<file path="src/rtl/refill_pkg.sv">
package refill_pkg;
    typedef enum logic [1:0] {
        S_IDLE      = 2'd0,
        S_WAIT_CRIT = 2'd1,
        S_DRAIN     = 2'd2
    } fill_state_e;
endpackage

</file>
<file path="src/rtl/refill_issue.sv">
module refill_issue #(
    parameter int ADDR_W     = 32,
    parameter int BEATS      = 8,
    parameter int BEAT_BYTES = 8
) (
    input  logic                     clk,
    input  logic                     rst_n,
    input  logic                     start,
    input  logic [$clog2(BEATS)-1:0] start_beat,
    input  logic [ADDR_W-1:0]        line_base,
    input  logic                     active,
    input  logic                     bus_stall,
    output logic                     bus_stb,
    output logic [ADDR_W-1:0]        bus_adr
);
    localparam int BW    = $clog2(BEATS);
    localparam int CW    = $clog2(BEATS + 1);
    localparam int OFF_W = $clog2(BEAT_BYTES);

    logic [CW-1:0]     sent_q;
    logic [BW-1:0]     beat_q;
    logic [ADDR_W-1:0] base_q;

    assign bus_stb = active && (sent_q < CW'(BEATS));
    assign bus_adr = base_q + (ADDR_W'(beat_q) << OFF_W);

    always_ff @(posedge clk) begin
        if (!rst_n) begin
            sent_q <= CW'(BEATS);
            beat_q <= '0;
            base_q <= '0;
        end else if (start) begin
            sent_q <= '0;
            beat_q <= start_beat;
            base_q <= line_base;
        end else if (bus_stb && !bus_stall) begin
            sent_q <= sent_q + 1'b1;
            beat_q <= beat_q + 1'b1;
        end
    end

    a_r3_stall_hold: assert property (@(posedge clk) disable iff (!rst_n)
        (bus_stb && bus_stall && !start) |=> (bus_stb && $stable(bus_adr)));
    a_r3_issue_limit: assert property (@(posedge clk) disable iff (!rst_n)
        sent_q <= CW'(BEATS));
endmodule

</file>
<file path="src/rtl/refill_collect.sv">
module refill_collect #(
    parameter int DATA_W = 64,
    parameter int BEATS  = 8
) (
    input  logic                     clk,
    input  logic                     rst_n,
    input  logic                     start,
    input  logic [$clog2(BEATS)-1:0] start_beat,
    input  logic                     bus_ack,
    input  logic [DATA_W-1:0]        bus_dat,
    input  logic [$clog2(BEATS)-1:0] rd_beat,
    output logic [DATA_W-1:0]        rd_data,
    output logic                     last_beat
);
    localparam int BW = $clog2(BEATS);
    localparam int CW = $clog2(BEATS + 1);

    logic [CW-1:0]     got_q;
    logic [BW-1:0]     fwd_beat_q;
    logic [DATA_W-1:0] line_mem [BEATS];

    assign last_beat = bus_ack && (got_q == CW'(BEATS - 1));
    assign rd_data   = line_mem[rd_beat];

    always_ff @(posedge clk) begin
        if (!rst_n) begin
            got_q      <= CW'(BEATS);
            fwd_beat_q <= '0;
        end else if (start) begin
            got_q      <= '0;
            fwd_beat_q <= start_beat;
        end else if (bus_ack) begin
            got_q      <= got_q + 1'b1;
            fwd_beat_q <= fwd_beat_q + 1'b1;
        end
    end

    always_ff @(posedge clk) begin
        if (bus_ack) begin
            line_mem[fwd_beat_q] <= bus_dat;
        end
    end

    a_r5_ack_in_refill: assert property (@(posedge clk) disable iff (!rst_n)
        bus_ack |-> (got_q < CW'(BEATS)));
endmodule

</file>
<file path="src/rtl/refill_line_ctrl.sv">
module refill_line_ctrl #(
    parameter int ADDR_W     = 32,
    parameter int DATA_W     = 64,
    parameter int BEATS      = 8,
    parameter int BEAT_BYTES = 8
) (
    input  logic              clk,
    input  logic              rst_n,
    input  logic              req_valid,
    input  logic [ADDR_W-1:0] req_addr,
    output logic              req_ready,
    output logic              resp_valid,
    output logic [DATA_W-1:0] resp_data,
    output logic              bus_cyc,
    output logic              bus_stb,
    output logic [ADDR_W-1:0] bus_adr,
    input  logic              bus_stall,
    input  logic              bus_ack,
    input  logic [DATA_W-1:0] bus_dat
);
    import refill_pkg::*;

    localparam int OFF_W    = $clog2(BEAT_BYTES);
    localparam int BW       = $clog2(BEATS);
    localparam int LINE_OFF = OFF_W + BW;

    fill_state_e       state_q, state_d;
    logic [ADDR_W-1:0] line_q;
    logic              buf_valid_q;
    logic              resp_valid_q;
    logic [DATA_W-1:0] resp_data_q;

    logic [ADDR_W-1:0] req_line;
    logic [BW-1:0]     req_beat;
    logic              accept, hit, start, last_beat;
    logic [DATA_W-1:0] rd_data;

    assign req_line  = {req_addr[ADDR_W-1:LINE_OFF], LINE_OFF'(0)};
    assign req_beat  = req_addr[LINE_OFF-1:OFF_W];
    assign req_ready = (state_q == S_IDLE);
    assign accept    = req_valid && req_ready;
    assign hit       = buf_valid_q && (req_line == line_q);
    assign start     = accept && !hit;
    assign bus_cyc   = (state_q != S_IDLE);
    assign resp_valid = resp_valid_q;
    assign resp_data  = resp_data_q;

    refill_issue #(
        .ADDR_W(ADDR_W), .BEATS(BEATS), .BEAT_BYTES(BEAT_BYTES)
    ) u_issue (
        .clk(clk), .rst_n(rst_n), .start(start), .start_beat(req_beat),
        .line_base(req_line), .active(bus_cyc), .bus_stall(bus_stall),
        .bus_stb(bus_stb), .bus_adr(bus_adr)
    );

    refill_collect #(
        .DATA_W(DATA_W), .BEATS(BEATS)
    ) u_collect (
        .clk(clk), .rst_n(rst_n), .start(start), .start_beat(req_beat),
        .bus_ack(bus_ack), .bus_dat(bus_dat), .rd_beat(req_beat),
        .rd_data(rd_data), .last_beat(last_beat)
    );

    always_comb begin
        state_d = state_q;
        unique case (state_q)
            S_IDLE:      if (start)     state_d = S_WAIT_CRIT;
            S_WAIT_CRIT: if (bus_ack)   state_d = S_DRAIN;
            S_DRAIN:     if (last_beat) state_d = S_IDLE;
            default:                    state_d = S_IDLE;
        endcase
    end

    always_ff @(posedge clk) begin
        if (!rst_n) state_q <= S_IDLE;
        else        state_q <= state_d;
    end

    always_ff @(posedge clk) begin
        if (!rst_n) begin
            resp_valid_q <= 1'b0;
            resp_data_q  <= '0;
            buf_valid_q  <= 1'b0;
            line_q       <= '0;
        end else begin
            resp_valid_q <= 1'b0;
            if (accept && hit) begin
                resp_valid_q <= 1'b1;
                resp_data_q  <= rd_data;
            end else if (state_q == S_WAIT_CRIT && bus_ack) begin
                resp_valid_q <= 1'b1;
                resp_data_q  <= bus_dat;
            end
            if (start) begin
                buf_valid_q <= 1'b0;
                line_q      <= req_line;
            end else if (state_q == S_DRAIN && last_beat) begin
                buf_valid_q <= 1'b1;
            end
        end
    end

    a_r4_early_resp: assert property (@(posedge clk) disable iff (!rst_n)
        (state_q == S_WAIT_CRIT && bus_ack) |=> (resp_valid && state_q == S_DRAIN));
    a_r5_cyc_until_last: assert property (@(posedge clk) disable iff (!rst_n)
        (bus_cyc && !last_beat && !(state_q == S_IDLE)) |=> bus_cyc);
    a_r8_invalidate: assert property (@(posedge clk) disable iff (!rst_n)
        start |=> (!buf_valid_q && !req_ready));
    a_r6_ack_blocks: assert property (@(posedge clk) disable iff (!rst_n)
        (bus_ack && !last_beat) |=> !req_ready);
endmodule

</file>
<file path="config.mk">
export PLATFORM = sky130hd
export DESIGN_NAME = refill_line_ctrl
export DESIGN_NICKNAME = d
export VERILOG_FILES = /design/src/rtl/refill_pkg.sv /design/src/rtl/refill_issue.sv /design/src/rtl/refill_collect.sv /design/src/rtl/refill_line_ctrl.sv
export SDC_FILE = /design/constraint.sdc
export NUM_CORES = 1
export LEC_CHECK = 0
export BUFFER_PORTS_ARGS = -buffer_cell sky130_fd_sc_hd__buf_2
export CORE_ASPECT_RATIO = 0.8
export CORE_MARGIN = 2
export CORE_UTILIZATION = 35
export DETAILED_ROUTE_END_ITERATION = 7
export GPL_TIMING_DRIVEN = 1
export REMOVE_ABC_BUFFERS = 1
export SYNTH_ARGS = -nofsm -noshare
export SYNTH_HDL_FRONTEND = slang
export SYNTH_HIERARCHICAL = 1
export SYNTH_SLANG_ARGS = --single-unit
</file>
<file path="constraint.sdc">
create_clock -name clk -period 13.3 [get_ports clk]
set_input_delay 2.66 -clock clk [delete_from_list [all_inputs] [get_ports clk]]
set_output_delay 2.66 -clock clk [all_outputs]
set_load 0.01 [all_outputs]
</file>
==> summary.md, run 1 <==
| Metric | Value |
|---|---|
| Chip Height | 248.4 um |
| HP Class | register to register |
| Post_cts resized | 0 |
| Drt total wl | 62.38 mm |
| YS warnings | 6 |
| Total power | 4610 uW |
| Final hold violations | 0 |
| Largest net degree at the start of global routing | 72 |
| Area leader, netlist | edfxtp_1 |
| Unrepaired setup endpoints after global routing | false |
| Area growth syn-to-layout | 16.91% |
| Vias in the first global route | 14,530 |
| DRT iter0 DRCs | 1,081 |
| FF+latch count, synth | 652 |
| Worst-margin pin slew | 1.198 ns |
| GR Util All Layers | 16.24% |
| Sink Count | 652 |
| Grt met3 use | 3.743% |
| WP data arrival | 2.94 ns |
| H-tree depth | 3 |
| Worst-path clk slew | 0.06 ns |
| IO Port Bufs | 197 |
| First-pass GRT wire length | 92.24 mm |
| Row count | 89 |
| Top FF cell, synth | edfxtp_1 |
| Place WS | 7.584 ns |
| Crit path launch type | register |
| Hold path startpoint | state_q[1] |
| Starting density of the core | 35.38% |
| Setup violators final | 0 |
| GR Overflow Total | 0 |
| Period utilization | 42.13% |
| Synth top area cells | edfxtp_1 59%, mux4_2 11%, dfxtp_1 11%, mux2i_1 3.8%, mux2_2 2.8% |
| Outcome | complete, no violations |
| Final nets | 1,752 |
| Top cell type's share of synthesized area | 58.86% |
| Die area | 76,850 sq um |
| CTS root buf | clkbuf_16 |
| R2R Path Start | line_q[30] |
| Fin util | 41.37% |
| Routed Antenna Nets | 0 |
| Worst R2R Path Depth | 8 |
| Post-CTS Setup Bufs | 0 |
| Setup slack, reg-to-reg | 10.06 ns |
| Max Cap Viol | 0 |
| Hold path depth | 2 |
| Pwr/cell area | 150.9 nW/um^2 |
| GRT Max-Usage Layer | met2 |
| # DRC | 0 |
| Setup total negative slack | 0 ns |
| Antenna violations before repair | 11 |
| VDD IR max | 0.07327 mV |
| Sequential share of the synthesized area | 69.59% |
| Worst Setup End Kind | output pin |
| Detailed Routing Iterations Pass 1 | 7 |
| Top Ports | 201 |
| Final Max Tran Viols | 0 |
| Post-DP HPWL | 33.93 mm |
| Worst Path Max Fanout | 13 |
| Share of cells above drive strength 1 | 32.82% |
| Syn Inst Count | 1,436 |
| Crit Path Class | register to output pin |
| Via count | 13,990 |
| Chip Width | 309.4 um |
| Met1 Resource Use GR | 21.15% |
| Routability Congestion | 0.7939 |
| Clock Skew | 0.01678 ns |
| Synthesized area | 26,120 sq um |
| Non-Filler Instances | 2,705 |
| Worst-skew pair later-pin latency | 0.61 ns |
| Asr flop ratio synth | 0% |
| Highest Clock Rate | 178.4 MHz |
| Rel. slew slack | 20.16% |
| Tmin final | 5.604 ns |
| Hold Path End | state_q[1] |
| Worst Path Required | 10.64 ns |
| Syn_area_per_cell | 18.19 sq um |
| Worst R2R End | u_issue/base_q[27] |
| Final WS setup | 7.696 ns |
| CTS Hold Buffers Added | 0 |
| Wire per inst | 23.06 um |
| Pleak | 0.01082 uW |
| # fillers | 6,511 |
| CTS tree | built |
| Clk buf depth | 3 |
| Core area | 73,830 sq um |
| Post-synthesis cell type count | 48 |
| Met2 usage | 26.89% |
| Vias per cell | 5.172 |
| Cell count after placement | 2,572 |
| EDFF count, synth | 512 |
| CTS Buf Count | 70 |
[cells in the mapped netlist (all sizes together), types with 3 or more instances]
cell	number
ha	7
nand3	9
nand2	27
o311a	65
nor4	10
nor3b	3
mux4	128
nor2	20
mux2	64
nand4	11
clkbuf	56
a21oi	3
xnor2	29
nand2b	6
buf	39
inv	5
and4	4
edfxtp	512
dfxtp	140
a22o	26
nor3	9
nor2b	33
o21ai	72
and3	3
and2	9
mux2i	100
xor2	32
[area by class of cell]
type                            count  area [sq um]  area share, %
Timing Repair Buffer              225          1217          3.986
Tap cell                         1001          1252          4.101
Sequential cell                   652         18180          59.52
Antenna cell                        4         10.01        0.03277
Clock buffer                       89          1951          6.387
Multi-Input combinational cell    689          7541          24.69
Clock inverter                     40         372.9          1.221
Inverter                            5         18.77        0.06145
[cell usage in the layout, fill, tap and decap left out, drive strengths merged, types with 7 or more instances in the layout]
cell type	netlist	routed
buf	39	225
mux2i	100	100
nand3	9	9
clkinv	0	22
dfxtp	140	140
xor2	32	32
nor3	9	9
nand4	11	11
o311a	65	65
nor2b	33	33
mux2	64	64
o21ai	72	72
mux4	128	128
a22o	26	26
nor4	10	10
edfxtp	512	512
ha	7	7
and2	9	9
inv	5	11
nand2	27	27
xnor2	29	29
nor2	20	20
clkbuf	56	89
[power breakdown]
group	internal [uW]	leakage, uW	total, uW	switching [uW]
Clock	1160	0.00113	1960	798
Sequential	2280	0.00579	2310	30.4
Combinational	145	0.00389	343	198
[registers in the layout, indices dropped and copies added, names as in the netlist, 3 cells and up]
| signal | flops |
|---|---|
| line_q | 26 |
| resp_data | 64 |
| u_collect/fwd_beat_q | 3 |
| u_collect/got_q | 4 |
| u_collect/line_mem | 512 |
| u_issue/base_q | 32 |
| u_issue/beat_q | 3 |
| u_issue/sent_q | 4 |
[metal layers]
metal / wire length (um) / up-vias
met5: 79 / -
met4: 1650 / 12
met3: 3184 / 129
met2: 30550 / 315
met1: 26910 / 7308
li1: - / 6225
[worst max-delay path, stage by stage (launching register included)]
cell and delay, ns:
dfxtp_1 0.42, ha_1 0.26, a21o_1 0.18, a21oi_1 0.92
nor4_1 0.19, xor2_1 0.20, buf_2 0.15
[metrics by stage]
| step | area (sq um) | hold slack, ns |
|---|---|---|
| final | 30540 | 0.4999 |
| after CTS | 30530 | 0.5018 |
| after global routing | 30540 | 0.5182 |
| after floorplan | 25650 | 0.4604 |
| after detailed placement | 28210 | 0.4881 |
| after global placement | 28210 | 0.4830 |
[kinds of logic after synthesis]
logic type,synth area share (%)
adder cells (fa/ha/maj),0.4119
XOR/XNOR,2.045
AND/OR/NAND/NOR,3.195
buffers and inverters,1.959
flip-flops,69.59
multiplexers,17.63
other,0.01436
AO/OA/AOI/OAI,5.163
[how the worst max path moves through the flow]
stage	cells past startpoint	slack, ns	endpoint	from
2_1_floorplan	2	5.63	u_collect/line_mem[0][0]	bus_ack
5_1_grt	6	7.37	bus_adr[26]	u_issue/beat_q[1]
3_3_place_gp	5	7.64	u_collect/line_mem[0][47]	bus_ack
6_report	6	7.70	bus_adr[28]	u_issue/beat_q[1]
4_1_cts	6	7.66	bus_adr[28]	u_issue/beat_q[1]
3_5_place_dp	5	7.58	u_collect/line_mem[0][47]	bus_ack
Power figures use the tool's default switching activity.
==> run 2, diff against run 1 <==
==> constraint.sdc (replaced) <==
create_clock -name clk -period 5.4 [get_ports clk]
set_input_delay 1.08 -clock clk [delete_from_list [all_inputs] [get_ports clk]]
set_output_delay 1.08 -clock clk [all_outputs]
set_load 0.01 [all_outputs]
==> run 2 against run 1 <==
Net effect:
- cell area up 0.71%
- clock skew up 0.0078 ns
- via count down 0.68%
- routed wire length down 0.17%
- hold slack better by 0.0021 ns
- register-to-register slack worse by 7.5 ns
- utilization up 0.29 points
- setup slack worse by 6.3 ns
- clock power rose to 2.6 times the previous value
- cell count up 0.30%
- critical endpoint unchanged
==> summary.md, run 2 (same netlist as run 1, synthesis figures left out) <==
| Metric | Value |
|---|---|
| Vias in the first global route | 14,560 |
| Worst Path Required | 4.32 ns |
| Top Ports | 201 |
| Largest net degree at the start of global routing | 80 |
| Post_cts resized | 0 |
| R2R Path Start | line_q[13] |
| Wire per inst | 22.95 um |
| IO Port Bufs | 197 |
| CTS root buf | clkbuf_16 |
| Reg area | 18,180 sq um |
| Worst Setup End Kind | output pin |
| HP Class | register to register |
| Biggest register | u_collect/line_mem |
| Int Pwr | 9040 uW |
| Crit Path Class | register to output pin |
| Final Cell Area | 30,760 sq um |
| Routability Congestion | 0.7912 |
| Starting density of the core | 35.38% |
| WP data arrival | 2.91 ns |
| Logic pwr share | 7.3% |
| Routed Antenna Nets | 0 |
| Pwr/cell area | 376.9 nW/um^2 |
| Via count | 13,890 |
| Net switching power | 2553 uW |
| GR Util All Layers | 16.33% |
| Chip Height | 248.4 um |
| Drt total wl | 62.27 mm |
| Final nets | 1,758 |
| Highest Clock Rate | 250.6 MHz |
| Clock share of power | 43.6% |
| Hold path depth | 1 |
| Rel. slew slack | 19.98% |
| Sink Count | 652 |
| Area growth syn-to-layout | 17.75% |
| Setup slack, reg-to-reg | 2.56 ns |
| Worst R2R End | line_q[27] |
| Net Sw Frac | 22.02% |
| DRT iter0 DRCs | 937 |
| Worst-margin pin slew | 1.200 ns |
| Placed instance area | 28,310 sq um |
| CTS tree | built |
| Pleak | 0.01091 uW |
| Max Cap Viol | 0 |
| # DRC | 0 |
| VDD IR max | 0.2220 mV |
| Antenna violations before repair | 10 |
| Tmin final | 3.990 ns |
| Worst-path clk slew | 0.06 ns |
| Clk buf depth | 3 |
| H-tree depth | 3 |
| Detailed Routing Iterations Pass 1 | 7 |
| Die area | 76,850 sq um |
| Setup total negative slack | 0 ns |
| Final hold violations | 0 |
| Outcome | complete, no violations |
| Worst-skew pair later-pin latency | 0.61 ns |
| Post-DP HPWL | 33.39 mm |
| Commonest non-fill, non-tap cell in the layout | edfxtp_1 |
| Commonest cells after routing, fill and taps aside | 512 x edfxtp_1, 193 x buf_2, 140 x dfxtp_1 |
| Core area | 73,830 sq um |
| Part of the power in registers | 49.1% |
| Worst Path Max Fanout | 13 |
| Worst R2R Path Depth | 7 |
| Period utilization | 73.90% |
| CTS Hold Buffers Added | 0 |
| Unrepaired setup endpoints after global routing | false |
| First-pass GRT wire length | 92.78 mm |
| Post-CTS Setup Bufs | 0 |
| Share of cells above drive strength 1 | 32.98% |
| Area occupied by multi-input gates | 7541 sq um |
| Vias per cell | 5.121 |
| GR Overflow Total | 0 |
| Hold Path End | line_q[24] |
| # fillers | 6,515 |
| Setup violators final | 0 |
| Max reg flops | 512 |
| Hold path startpoint | line_q[24] |
| Clock Skew | 0.02454 ns |
| Chip Width | 309.4 um |
| Row count | 89 |
| Crit path launch type | register |
| CTS Buf Count | 71 |
| Final Max Tran Viols | 0 |
==> run 2: cell count changes in the layout (fill, tap and decap cells not counted), sizes merged <==
cell / delta
clkinvlp: -2
buf: +5
clkbuf: +4
diode: +1
bufinv: +4
clkinv: -4
==> run 2: how the worst max path moves through the flow <==
stage | from | to | slack (ns) | depth (start not counted)
after detailed placement | req_addr[13] | line_q[11] | 1.73 | 8
final | u_issue/beat_q[1] | bus_adr[28] | 1.41 | 6
after floorplan | bus_ack | u_collect/line_mem[0][0] | -0.69 | 2
after global placement | req_addr[13] | line_q[27] | 1.76 | 8
after global routing | u_issue/beat_q[1] | bus_adr[22] | 1.14 | 6
after CTS | u_issue/beat_q[1] | bus_adr[28] | 1.37 | 6
==> run 2: final cells by class <==
type	instances	share of cell area [%]
flip-flops and latches	652	59.10
multi-input cells	689	24.52
clock buffers	93	6.411
repair buffers	230	4.283
well taps	1001	4.072
clock inverters	38	1.517
inverters	5	0.06102
diodes	5	0.04068
==> run 2: stage by stage <==
| step | hold WS, ns | cells | setup WS [ns] | total power (uW) | utilization [%] |
|---|---|---|---|---|---|
| after floorplan | 0.4604 | 1346 | -0.6900 | 6271 | - |
| after global placement | 0.4818 | 2577 | 1.759 | 6629 | 38.34 |
| after detailed placement | 0.4880 | 2577 | 1.731 | 6659 | 38.34 |
| after CTS | 0.4993 | 2708 | 1.368 | 11730 | 41.64 |
| after global routing | 0.5126 | 2712 | 1.137 | 12030 | 41.66 |
| final | 0.5020 | 2713 | 1.410 | 11590 | 41.66 |
==> run 2: critical path, cell delays in order, from the launching register on <==
cell     delay (ns)
dfxtp_1        0.42
ha_1           0.26
a21o_1         0.17
a21oi_1        0.92
nor4_1         0.18
xor2_1         0.19
buf_2          0.15
==> run 2: layer usage <==
layer | vias up | track usage, % | wire, um
li1 | 6248 | - | -
met3 | 102 | 3.412 | 2989
met1 | 7235 | 21.80 | 27210
met4 | 12 | 4.283 | 1336
met5 | - | 0 | 77
met2 | 297 | 27.20 | 30660
==> run 2: power by group through the flow <==
stage	sequential [uW]	combinational, uW	clock (uW)
2_1_floorplan	5800	470	0
3_3_place_gp	5780	845	0
3_5_place_dp	5800	863	0
4_1_cts	5690	867	5170
5_1_grt	5700	928	5390
6_report	5690	847	5060
